## src/rtl/dr_seq_pkg.sv

```systemverilog
package dr_seq_pkg;

  typedef enum logic [1:0] {
    WIN_HOLD  = 2'd0,
    WIN_SET   = 2'd1,
    WIN_CLEAR = 2'd2
  } win_act_e;

  function automatic int unsigned div_width(input int unsigned steps);
    return (steps > 1) ? $clog2(steps) : 1;
  endfunction

endpackage

```

## src/rtl/dr_ss_ramp.sv

```systemverilog
module dr_ss_ramp #(
  parameter int unsigned REF_W     = 10,
  parameter int unsigned STEP_CLKS = 44
) (
  input  logic             clk,
  input  logic             rst_n,
  input  logic             act,
  output logic [REF_W-1:0] ref_o,
  output logic             run_o,
  output logic             done_o
);
  import dr_seq_pkg::*;

  localparam int unsigned DIV_W = div_width(STEP_CLKS);
  localparam logic [REF_W-1:0] REF_TOP  = '1;
  localparam logic [DIV_W-1:0] DIV_LAST = DIV_W'(STEP_CLKS - 1);

  logic [DIV_W-1:0] div_q;
  logic [REF_W-1:0] ref_q;
  logic             run_q;

  always_ff @(posedge clk or negedge rst_n) begin
    if (!rst_n) begin
      div_q <= '0;
      ref_q <= '0;
      run_q <= 1'b0;
    end else begin
      run_q <= act;
      if (!act) begin
        div_q <= '0;
        ref_q <= '0;
      end else if (ref_q != REF_TOP) begin
        if (div_q == DIV_LAST) begin
          div_q <= '0;
          ref_q <= ref_q + 1'b1;
        end else begin
          div_q <= div_q + 1'b1;
        end
      end
    end
  end

  assign ref_o  = ref_q;
  assign run_o  = run_q;
  assign done_o = (ref_q == REF_TOP);

endmodule

```

## src/rtl/dr_pg_window.sv

```systemverilog
module dr_pg_window (
  input  logic clk,
  input  logic rst_n,
  input  logic act,
  input  logic above_rise,
  input  logic above_fall,
  input  logic above_ov,
  output logic good_nxt
);
  import dr_seq_pkg::*;

  logic     good_q;
  win_act_e decision;

  always_comb begin
    if (!act || above_ov || !above_fall) decision = WIN_CLEAR;
    else if (above_rise)                 decision = WIN_SET;
    else                                 decision = WIN_HOLD;
  end

  always_comb begin
    unique case (decision)
      WIN_SET:   good_nxt = 1'b1;
      WIN_CLEAR: good_nxt = 1'b0;
      default:   good_nxt = good_q;
    endcase
  end

  always_ff @(posedge clk or negedge rst_n) begin
    if (!rst_n) good_q <= 1'b0;
    else        good_q <= good_nxt;
  end

endmodule

```

## src/rtl/dual_rail_seq.sv

```systemverilog
module dual_rail_seq #(
  parameter int unsigned NCH       = 2,
  parameter int unsigned REF_W     = 10,
  parameter int unsigned STEP_CLKS = 44
) (
  input  logic                 clk,
  input  logic                 rst_n,
  input  logic                 por_ok,
  input  logic [NCH-1:0]       en,
  input  logic [NCH-1:0]       fb_rise,
  input  logic [NCH-1:0]       fb_fall,
  input  logic [NCH-1:0]       fb_ov,
  input  logic                 fault_in,
  output logic [NCH*REF_W-1:0] ss_ref,
  output logic [NCH-1:0]       run,
  output logic                 ldo5_en,
  output logic                 ldo3_en,
  output logic                 pg_drive_n
);

  logic [NCH-1:0] act;
  logic [NCH-1:0] done;
  logic [NCH-1:0] good_nxt;
  logic           ldo5_q;
  logic           ldo3_q;
  logic           pg_q;

  assign act = {NCH{por_ok}} & en;

  for (genvar g = 0; g < NCH; g++) begin : g_ch
    dr_ss_ramp #(
      .REF_W    (REF_W),
      .STEP_CLKS(STEP_CLKS)
    ) u_ramp (
      .clk   (clk),
      .rst_n (rst_n),
      .act   (act[g]),
      .ref_o (ss_ref[g*REF_W +: REF_W]),
      .run_o (run[g]),
      .done_o(done[g])
    );

    dr_pg_window u_win (
      .clk       (clk),
      .rst_n     (rst_n),
      .act       (act[g]),
      .above_rise(fb_rise[g]),
      .above_fall(fb_fall[g]),
      .above_ov  (fb_ov[g]),
      .good_nxt  (good_nxt[g])
    );
  end

  always_ff @(posedge clk or negedge rst_n) begin
    if (!rst_n) begin
      ldo5_q <= 1'b0;
      ldo3_q <= 1'b0;
      pg_q   <= 1'b0;
    end else begin
      ldo5_q <= por_ok & (|en);
      ldo3_q <= por_ok;
      pg_q   <= por_ok & (&act) & (&done) & (&good_nxt) & ~fault_in;
    end
  end

  assign ldo5_en    = ldo5_q;
  assign ldo3_en    = ldo3_q;
  assign pg_drive_n = pg_q;

endmodule

```

## config.mk

```make
export PLATFORM = sky130hd
export DESIGN_NAME = dual_rail_seq
export DESIGN_NICKNAME = d
export VERILOG_FILES = /design/src/rtl/dr_seq_pkg.sv /design/src/rtl/dr_ss_ramp.sv /design/src/rtl/dr_pg_window.sv /design/src/rtl/dual_rail_seq.sv
export SDC_FILE = /design/constraint.sdc
export NUM_CORES = 1
export LEC_CHECK = 0
export ABC_AREA = 1
export BUFFER_PORTS_ARGS = -buffer_cell sky130_fd_sc_hd__buf_2
export CAP_MARGIN = 20
export CORE_MARGIN = 2
export CORE_UTILIZATION = 40
export CTS_CLUSTER_SIZE = 12
export DETAILED_ROUTE_END_ITERATION = 10
export GPL_ROUTABILITY_DRIVEN = 0
export GPL_TIMING_DRIVEN = 0
export HOLD_SLACK_MARGIN = 0.06
export PLACE_DENSITY = 0.58
export SYNTH_ARGS = -nofsm -noshare
export SYNTH_HDL_FRONTEND = slang
export SYNTH_SLANG_ARGS = --single-unit
```

## constraint.sdc

```tcl
create_clock -name clk -period 4.1 [get_ports clk]
set_input_delay 0.615 -clock clk [delete_from_list [all_inputs] [get_ports clk]]
set_output_delay 0.615 -clock clk [all_outputs]
set_load 0.02 [all_outputs]
```

==> results of run 1 <==
==> metrics by stage <==
step / util / instances / cell area [sq um] / setup WS, ps
floorplan: - / 273 / 2120 / 2520
global placement: 0.467 / 379 / 2390 / 2310
detailed placement: 0.467 / 379 / 2390 / 2320
CTS: 0.493 / 387 / 2520 / 2460
global route: 0.493 / 387 / 2520 / 2270
finish: 0.493 / 387 / 2520 / 2490
==> synthesized netlist by cell type, drive strengths merged <==
cell type | n | area, sq um
and3 | 1 | 6.26
mux2i | 1 | 10.0
nand3b | 2 | 15.0
or2 | 2 | 12.5
nand4 | 4 | 25.0
dfrtp | 39 | 976
xor2 | 6 | 52.6
nor2 | 27 | 119
ha | 4 | 50.1
inv | 28 | 105
a21oi | 5 | 25.0
nand2 | 88 | 333
buf | 7 | 55.1
o22ai | 1 | 6.26
o21bai | 1 | 7.51
nor3 | 2 | 10.0
xnor2 | 3 | 26.3
nand3 | 30 | 168
o21ai | 21 | 109
a21o | 1 | 7.51
==> how the worst min path moves through the flow <==
stage | start | endpoint | slack (ps) | cells past startpoint
floorplan | rst_n | g_ch[0].u_ramp.div_q[0] | 320 | 0
global route | por_ok | ldo3_en | 460 | 1
finish | rst_n | g_ch[1].u_ramp.run_o | 430 | 1
global placement | g_ch[0].u_ramp.div_q[1] | g_ch[0].u_ramp.div_q[1] | 500 | 2
CTS | rst_n | g_ch[1].u_ramp.run_o | 460 | 1
detailed placement | g_ch[0].u_ramp.div_q[1] | g_ch[0].u_ramp.div_q[1] | 510 | 2
==> registers in the layout, summed over array words and instances, names as in the netlist <==
signal and flops:
g_ch.u_ramp.div_q 12, g_ch.u_ramp.ref_o 20, g_ch.u_ramp.run_o 2, g_ch.u_win.good_q 2
ldo3_en 1, ldo5_en 1, pg_drive_n 1
==> per-layer routing <==
metal,routed length (um),vias up,global-route usage
li1,-,957,-
met3,150,8,0.0294
met5,0,-,0
met2,2040,32,0.268
met4,72,0,0.0655
met1,2040,821,0.200
==> where the power goes <==
group	internal (mW)	leakage [nW]	switching [mW]	total [mW]
clock network	0.243	0.0654	0.136	0.379
registers	0.389	0.536	0.00250	0.391
logic	0.0143	0.684	0.0276	0.0419
==> worst max-delay path, cell delays in order, from the launching register on <==
cell and delay (ps):
dfrtp_1 400, ha_1 210, nand2_1 100, nor2_2 250, nand3_2 130, nand3_1 190, inv_1 110, nand2_1 70
nand2_1 50
==> kinds of logic after synthesis <==
family          share of synthesized area
mux                               0.00473
buf+inv                            0.0756
xor+xnor                           0.0372
simple gates                        0.325
fa+ha+maj                          0.0236
flops                               0.461
compound gates                     0.0732
==> cell type report <==
| class | instances | area (sq um) | area share |
|---|---|---|---|
| well taps | 70 | 87.6 | 0.0348 |
| clock inverters | 2 | 60.1 | 0.0238 |
| flip-flops and latches | 39 | 976 | 0.387 |
| plain buffers | 7 | 55.1 | 0.0219 |
| multi-input cells | 199 | 982 | 0.390 |
| repair buffers | 36 | 180 | 0.0715 |
| clock buffers | 6 | 72.6 | 0.0288 |
| inverters | 28 | 105 | 0.0417 |
==> out/qor.yml, run 1 <==
route:
  avgViaCountPerCell: 4.70
  vias: 1818
  wirelength_mm: 4.30
  first_pass_iters: 4
  drc: 0
  ant_nets: 0
  drt_iter0_drc: 119
  wl_per_cell_um: 11.1
sta:
  layout_min_cycle_time_ps: 1610
  max_slew_margin: 0.423
  hold_violations: 0
  finalClockSkew_ps: 5.41
  slew_violations: 0
  fin_setup_tns_ps: 0
  tightest_slew_ps: 865
  holdWs_ps: 431
  setup_viol: 0
  period_share: 0.392
  grt_setup_unrepaired: "false"
  max_clock_freq_ghz: 0.623
setup_path:
  crit_required_ps: 4280
  crit_end: "g_ch[0].u_ramp.ref_o[9]"
  worstPathArrival_ps: 1790
  critPathKind: "reg2reg"
  r2r_cells: 8
  r2r_end: "g_ch[0].u_ramp.ref_o[9]"
  cp-start-kind: "flop"
  critical_path.startpoint: "g_ch[0].u_ramp.ref_o[0]"
  path_max_fanout: 6
  cp-end-kind: "flop"
  r2r_start: "g_ch[0].u_ramp.ref_o[0]"
  reg2reg_slack_ps: 2490
clock_tree:
  cts-resized-gates: 0
  cts_max_path_buffers: 2
  hold_buffers: 0
  clock_latency_ps: 300
  post_cts_buffers: 0
  cts_tree: "done"
  root_buffer: "clkbuf_8"
  cts_buffers: 5
  clk_pin_slew_ps: 80
  cts.sinks: 39
  htreeDepth: 2
global_route:
  grt_pass1_wl_mm: 7.58
  grt_remaining_overflow: 0
  grt_max_degree: 40
  antenna_found_initial: 0
  grt_usage: 0.159
  grt_pass1_vias: 1726
die:
  ios: 37
  coreArea_sq_mm: 0.00511
  fp.dieArea_sq_mm: 0.00589
  std_cell_rows: 26
  die_h_um: 76.8
  floorplan.initialDensity: 0.415
  die_x_um: 76.8
logic_synthesis:
  ys_seq_area_frac: 0.461
  synth.net_count: 289
  postSynthAreaPerCell_sq_um: 7.76
  syn_inst: 273
  synth-seq-cells: 39
  synth_area_sq_mm: 0.00212
  synth_cell_types: 28
  yosysWarnings: 0
cells_and_area:
  fill_cells: 521
  final_common_cell: "nand2_1"
  drive_above_1_share: 0.186
  fin_nets: 332
  syn_to_final_growth_pct: 18.9
  diodes: 0
  final_cell_mix: "87 x nand2_1, 39 x dfrtp_1, 38 x buf_2, 28 x inv_1, 28 x nand3_1"
outcome:
  status: "finished clean"
placement:
  port_buffers: 36
  dpl.hpwl_mm: 3.09
power_and_ir_drop:
  pwr_density_cell_mw_per_mm2: 322
  p_total_mw: 0.812
  p_leak_nw: 1.29
  ir_drop_mv: 0.280
hold_path:
  hp-class: "in2async"
job:
  max-cap-violations: 0
Power figures use the tool's default switching activity.
==> inputs of run 2 (changes only) <==
--- a/config.mk
+++ b/config.mk
@@ -5,7 +5,7 @@
 export SDC_FILE = /design/constraint.sdc
 export NUM_CORES = 1
 export LEC_CHECK = 0
-export ABC_AREA = 1
+export ABC_AREA = 0
 export BUFFER_PORTS_ARGS = -buffer_cell sky130_fd_sc_hd__buf_2
 export CAP_MARGIN = 20
 export CORE_MARGIN = 2
@@ -15,7 +15,7 @@
 export GPL_ROUTABILITY_DRIVEN = 0
 export GPL_TIMING_DRIVEN = 0
 export HOLD_SLACK_MARGIN = 0.06
-export PLACE_DENSITY = 0.58
+export PLACE_DENSITY = 0.59
 export SYNTH_ARGS = -nofsm -noshare
 export SYNTH_HDL_FRONTEND = slang
 export SYNTH_SLANG_ARGS = --single-unit
==> constraint.sdc (replaced) <==
create_clock -name clk -period 1.7 [get_ports clk]
set_input_delay 0.255 -clock clk [delete_from_list [all_inputs] [get_ports clk]]
set_output_delay 0.255 -clock clk [all_outputs]
set_load 0.02 [all_outputs]
==> out/qor.yml, run 2 <==
outcome:
  status: "finished with violations"  # was finished clean
  violations: "setup timing"
placement:
  dp.cells: 312  # was 379
  dpl.hpwl_mm: 3.24  # was 3.09 mm
  dpl-instance-area_sq_mm: 0.00236  # was 0.00239 sq mm
  dp_slack_ps: -217  # was 2320 ps
  port_buffers: 36  # unchanged
setup_path:
  cp-start-kind: "flop"  # unchanged
  worstPathArrival_ps: 1850  # was 1790 ps
  critPathKind: "reg2reg"  # unchanged
  crit_required_ps: 1840  # was 4280 ps
  path_max_fanout: 10  # was 6
  cp-end-kind: "flop"  # unchanged
global_route:
  grt_pass1_vias: 1672  # was 1,726
  grt_usage: 0.191  # was 0.159
  grt_max_degree: 40  # unchanged
  grt_remaining_overflow: 0  # unchanged
  grt_pass1_wl_mm: 8.18  # was 7.58 mm
  antenna_found_initial: 0  # unchanged
clock_tree:
  clk_pin_slew_ps: 70  # was 80 ps
  cts_max_path_buffers: 2  # unchanged
  cts.sinks: 39  # unchanged
  cts_tree: "done"  # unchanged
  clock_latency_ps: 280  # was 300 ps
  htreeDepth: 2  # unchanged
  root_buffer: "clkbuf_8"  # unchanged
  hold_buffers: 0  # unchanged
  cts_buffers: 5  # unchanged
die:
  die_x_um: 75.4  # was 76.8 um
  floorplan.initialDensity: 0.423  # was 0.415
  ios: 37  # unchanged
  fp.dieArea_sq_mm: 0.00568  # was 0.00589 sq mm
  coreArea_sq_mm: 0.00482  # was 0.00511 sq mm
  die_h_um: 75.4  # was 76.8 um
  std_cell_rows: 25  # was 26
hold_path:
  hp-class: "in2async"  # unchanged
cells_and_area:
  fill_cells: 446  # was 521
  syn_to_final_growth_pct: 34.6  # was 18.9%
  diodes: 0  # unchanged
  utilization: 0.570  # was 0.493
  final_common_cell: "buf_2"  # was nand2_1
  stdcell_count: 334  # was 387
  fin_nets: 283  # was 332
  drive_above_1_share: 0.449  # was 0.186
  final_cell_mix: "38 x buf_2, 32 x dfrtp_1, 18 x buf_4, 17 x nand2_1, 13 x nand3_1"  # was 87 x nand2_1, 39 x dfrtp_1, 38 x buf_2, 28 x inv_1, 28 x nand3_1
  largest_reg_flops: 20  # unchanged
  final_area_sq_mm: 0.00274  # was 0.00252 sq mm
sta:
  period_share: 1.00  # was 0.392
  max_clock_freq_ghz: 0.587  # was 0.623 GHz
  tightest_slew_ps: 863  # was 865 ps
  hold_violations: 0  # unchanged
  layout_setup_ws_ps: -3.51  # was 2490 ps
  layout_min_cycle_time_ps: 1700  # was 1610 ps
  max_slew_margin: 0.425  # was 0.423
  holdWs_ps: 75.7  # was 431 ps
  setup_viol: 1  # was 0
  grt_setup_unrepaired: "true"  # was false
  finalClockSkew_ps: 4.11  # was 5.41 ps
  slew_violations: 0  # unchanged
logic_synthesis:
  synth.net_count: 225  # was 289
  postSynthAreaPerCell_sq_um: 9.75  # was 7.76 sq um
  synth_ff_type: "dfrtp_1"  # unchanged
  yosysTopAreaCellShare: 0.479  # was 0.461
  async_flop_share: 1.00  # unchanged
  synth-seq-cells: 39  # unchanged
  yosysTopAreaCell: "dfrtp_1"  # unchanged
  synth.area.top_cells: "dfrtp_1 48%, a21oi_1 4.2%, or4_1 3.7%"  # was dfrtp_1 46%, nand2_1 15%, nand3_1 6.6%
  synth_commonest_cells: "39 x dfrtp_1, 18 x nand2_1, 17 x a21oi_1, 14 x nand3_1, 11 x nor2_1"  # was 87 x nand2_1, 39 x dfrtp_1, 28 x inv_1, 28 x nand3_1, 24 x nor2_1
  synth_area_sq_mm: 0.00204  # was 0.00212 sq mm
  syn_inst: 209  # was 273
  yosysMostFrequentCell: "dfrtp_1"  # was nand2_1
  yosysWarnings: 0  # unchanged
  synth_edf_count: 0  # unchanged
  ys_seq_area_frac: 0.479  # was 0.461
  synth_cell_types: 36  # was 28
route:
  wl_per_cell_um: 16.1  # was 11.1 um
  vias: 1889  # was 1,818
  wirelength_mm: 5.38  # was 4.30 mm
  first_pass_iters: 4  # unchanged
  ant_nets: 0  # unchanged
  drc: 0  # unchanged
  avgViaCountPerCell: 5.66  # was 4.70
  drt_iter0_drc: 117  # was 119
job:
  max-cap-violations: 0  # unchanged
power_and_ir_drop:
  pwr_density_cell_mw_per_mm2: 594  # was 322 mW/mm^2
  ir_drop_mv: 0.366  # was 0.280 mV
  p_leak_nw: 1.20  # was 1.29 nW
==> run 2: logic make-up (layout without fill, tap and decap cells) <==
logic type               count (synthesis)  after routing  share of synthesized area
adder cells (fa/ha/maj)                  4              4                     0.0246
AO/OA/AOI/OAI                           54             54                      0.168
buffers and inverters                   18             75                     0.0534
AND/OR/NAND/NOR                         90             91                      0.258
XOR/XNOR                                 4              4                     0.0172
flip-flops                              39             39                      0.479
==> run 2: repair_timing <==
action / 4_1_cts / 5_1_grt
gates resized for setup: 19 / 33
gates cloned: 1 / 1
endpoints found under the setup margin: 29 / 22
pin swaps: 7 / 14
setup buffers: 15 / 3
==> run 2: power by group <==
group / switching [mW] / leakage [nW] / internal (mW) / total [mW]
clock network: 0.310 / 0.0383 / 0.283 / 0.593
registers: 0.00495 / 0.524 / 0.937 / 0.942
logic: 0.0627 / 0.634 / 0.0317 / 0.0944
total: 0.378 / 1.20 / 1.25 / 1.63
==> run 2: path summary, 6_finish.rpt <==
kind / slack, ps / cells past startpoint / start / end
worst min register to register: 550 / 2 / g_ch[1].u_ramp.div_q[5] / g_ch[1].u_ramp.div_q[5]
min in group clk: 110 / 1 / por_ok / ldo3_en
max in group asynchronous: 1020 / 1 / rst_n / g_ch[1].u_ramp.ref_o[1]
worst min-delay path: 80 / 1 / rst_n / g_ch[1].u_ramp.div_q[3]
worst max register to register: -4 / 6 / g_ch[1].u_ramp.ref_o[0] / g_ch[1].u_ramp.ref_o[3]
worst max-delay path: -4 / 6 / g_ch[1].u_ramp.ref_o[0] / g_ch[1].u_ramp.ref_o[3]
==> run 2: metrics by stage <==
stage	TNS, ps	power (mW)
floorplan	-1660	0.998
global placement	-3600	1.05
detailed placement	-3770	1.05
CTS	-34.6	1.65
global route	-746	1.70
finish	-3.51	1.63
==> run 2: area by class of cell <==
cell class | instances | area [sq um] | area share
buffer | 9 | 76.3 | 0.0278
clock buffer | 7 | 76.3 | 0.0278
inverter | 4 | 15.0 | 0.00547
multi-input combinational | 153 | 1170 | 0.427
sequential | 39 | 985 | 0.359
tap | 67 | 83.8 | 0.0306
timing repair buffer | 55 | 337 | 0.123
==> run 2: routing by layer <==
layer / wire, um / vias up / track usage / share of wire
met5: 0 / - / 0 / 0
met4: 40 / 0 / 0.0448 / 0.0074
met2: 2420 / 46 / 0.267 / 0.45
li1: - / 914 / - / -
met1: 2700 / 923 / 0.299 / 0.50
met3: 225 / 6 / 0.0397 / 0.042
==> run 2: worst max-delay path, cell delays in order (launching register included) <==
cell	delay, ps
dfrtp_2	430
ha_4	160
and4_4	200
and3_4	210
buf_2	190
o31ai_2	290
a21oi_2	80
==> inputs of run 3 (changes only) <==
--- a/config.mk
+++ b/config.mk
@@ -10,12 +10,14 @@
 export CAP_MARGIN = 20
 export CORE_MARGIN = 2
 export CORE_UTILIZATION = 40
+export CTS_CLUSTER_DIAMETER = 80
 export CTS_CLUSTER_SIZE = 12
 export DETAILED_ROUTE_END_ITERATION = 10
 export GPL_ROUTABILITY_DRIVEN = 0
 export GPL_TIMING_DRIVEN = 0
 export HOLD_SLACK_MARGIN = 0.06
 export PLACE_DENSITY = 0.59
+export RECOVER_POWER = 25
 export SYNTH_ARGS = -nofsm -noshare
 export SYNTH_HDL_FRONTEND = slang
 export SYNTH_SLANG_ARGS = --single-unit
==> out/qor.yml, run 3 (same netlist as run 2, synthesis figures left out) <==
cells_and_area:
  final_cell_mix: "36 x buf_2, 32 x dfrtp_1, 18 x buf_4, 17 x nand2_1, 13 x nand3_1"  # was 38 x buf_2, 32 x dfrtp_1, 18 x buf_4, 17 x nand2_1, 13 x nand3_1
  syn_to_final_growth_pct: 34.6  # about the same
  final_common_cell: "buf_2"  # unchanged
  diodes: 0  # unchanged
  largest_reg_flops: 20  # unchanged
  multi_input_area_sq_mm: 0.00117  # unchanged
  fin_nets: 283  # unchanged
  fill_cells: 446  # unchanged
  register_area_sq_um: 985  # unchanged
  drive_above_1_share: 0.446  # was 0.449
global_route:
  grt_pass1_wl_mm: 8.18  # unchanged
  grt_remaining_overflow: 0  # unchanged
  grt_usage: 0.191  # unchanged
  grt_max_degree: 40  # unchanged
  grt_pass1_vias: 1672  # unchanged
  antenna_found_initial: 0  # unchanged
route:
  first_pass_iters: 4  # unchanged
  wl_per_cell_um: 16.1  # about the same
  wirelength_mm: 5.38  # about the same
  drt_iter0_drc: 117  # unchanged
  ant_nets: 0  # unchanged
  drc: 0  # unchanged
  avgViaCountPerCell: 5.66  # about the same
  vias: 1891  # was 1,889
setup_path:
  r2r_cells: 6  # unchanged
  cp_slowest_cell: "dfrtp_2"  # unchanged
  slowest_delay_ps: 430  # about the same
  critPathKind: "reg2reg"  # unchanged
  worstPathArrival_ps: 1850  # about the same
  path_max_fanout: 10  # unchanged
  cp-start-kind: "flop"  # unchanged
  crit_path_cell_trace: "ha_4 > and4_4 > and3_4 > buf_2 > o31ai_2 > a21oi_2"  # unchanged
  cp-end-kind: "flop"  # unchanged
  crit_required_ps: 1840  # about the same
hold_path:
  hp-class: "in2async"  # unchanged
die:
  coreArea_sq_mm: 0.00482  # unchanged
  die_h_um: 75.4  # unchanged
  std_cell_rows: 25  # unchanged
  ios: 37  # unchanged
  floorplan.initialDensity: 0.423  # unchanged
  die_x_um: 75.4  # unchanged
  fp.dieArea_sq_mm: 0.00568  # unchanged
sta:
  tightest_slew_ps: 965  # was 863 ps
  holdWs_ps: 109  # was 75.7 ps
  slew_violations: 0  # unchanged
  setup_viol: 2  # was 1
  hold_violations: 0  # unchanged
  period_share: 1.00  # about the same
  max_clock_freq_ghz: 0.586  # was 0.587 GHz
  layout_min_cycle_time_ps: 1710  # was 1700 ps
  fin_setup_tns_ps: -5.88  # was -3.51 ps
  max_slew_margin: 0.356  # was 0.425
  finalClockSkew_ps: 4.12  # was 4.11 ps
  grt_setup_unrepaired: "true"  # unchanged
  layout_setup_ws_ps: -5.30  # was -3.51 ps
clock_tree:
  htreeDepth: 2  # unchanged
  cts_tree: "done"  # unchanged
  cts_buffers: 5  # unchanged
  cts.sinks: 39  # unchanged
  clk_pin_slew_ps: 70  # about the same
  cts_max_path_buffers: 2  # unchanged
  clock_latency_ps: 280  # about the same
  root_buffer: "clkbuf_8"  # unchanged
power_and_ir_drop:
  pwr-share-clk: 0.364  # about the same
  p_switching_mw: 0.378  # about the same
  switching_share: 0.232  # about the same
  pwr_density_cell_mw_per_mm2: 594  # about the same
  internal_power_mw: 1.25  # about the same
  p_leak_nw: 1.19  # was 1.20 nW
  seqPwrFrac: 0.578  # about the same
  p_comb_frac: 0.058  # about the same
  p_total_mw: 1.63  # about the same
  ir_drop_mv: 0.366  # about the same
job:
  max-cap-violations: 0  # unchanged
placement:
  port_buffers: 36  # unchanged
  dpl.hpwl_mm: 3.24  # unchanged
outcome:
  violations: "setup timing"  # unchanged
  status: "finished with violations"  # unchanged
-- run 3: critical path, delay by kind of cell (launching register included) --
kind | cells | cell delay [ps]
adders and majority gates | 1 | 160
and+or+nand+nor | 2 | 410
buffers and inverters | 1 | 200
AOI/OAI and AO/OA | 2 | 370
DFF | 1 | 430
-- run 3: timing repair --
item / CTS / global route
gates cloned: 1 / 1
hold buffers: 0 / 0
pin swaps: 7 / 14
resized for setup: 19 / 33
setup endpoints to repair: 29 / 22
buffers inserted: 15 / 3
-- run 3: final timing paths --
| check | startpoint | to | slack, ps |
|---|---|---|---|
| max in group asynchronous | rst_n | g_ch[1].u_ramp.ref_o[1] | 920 |
| min in group clk | por_ok | ldo3_en | 120 |
| hold / removal | rst_n | g_ch[1].u_ramp.div_q[3] | 110 |
| hold reg to reg | g_ch[1].u_ramp.div_q[5] | g_ch[1].u_ramp.div_q[5] | 550 |
| setup / recovery | g_ch[1].u_ramp.ref_o[0] | g_ch[1].u_ramp.ref_o[3] | -5 |
| setup reg to reg | g_ch[1].u_ramp.ref_o[0] | g_ch[1].u_ramp.ref_o[3] | -5 |
-- run 3: layout make-up --
| class | count | area share |
|---|---|---|
| multi-input combinational | 153 | 0.427 |
| inverter | 4 | 0.00547 |
| clock buffer | 7 | 0.0278 |
| buffer | 9 | 0.0278 |
| sequential | 39 | 0.359 |
| tap | 67 | 0.0306 |
| timing repair buffer | 55 | 0.122 |
-- run 3: power groups by stage --
| stage | clock network (mW) | registers [mW] | logic, mW |
|---|---|---|---|
| 2_1_floorplan | 0 | 0.965 | 0.0331 |
| 3_3_place_gp | 0 | 0.961 | 0.0843 |
| 3_5_place_dp | 0 | 0.961 | 0.0841 |
| 4_1_cts | 0.617 | 0.941 | 0.0928 |
| 5_1_grt | 0.651 | 0.944 | 0.109 |
| 6_report | 0.593 | 0.942 | 0.0940 |
-- run 3: routing by layer --
metal,vias up,part of all wire,global-route usage
li1,915,-,-
met1,924,0.50,0.299
met2,46,0.45,0.267
met3,6,0.042,0.0397
met4,0,0.0074,0.0448
met5,-,0,0
-- run 3: through the flow --
stage	util	instance area, sq um	setup WS, ps	instances
6_report	0.569	2740	-5.30	334
5_1_grt	0.569	2740	-84.8	334
4_1_cts	0.533	2570	-30.2	330
3_5_place_dp	0.489	2360	-217	312
3_3_place_gp	0.489	2360	-211	312
2_1_floorplan	-	2090	-181	209
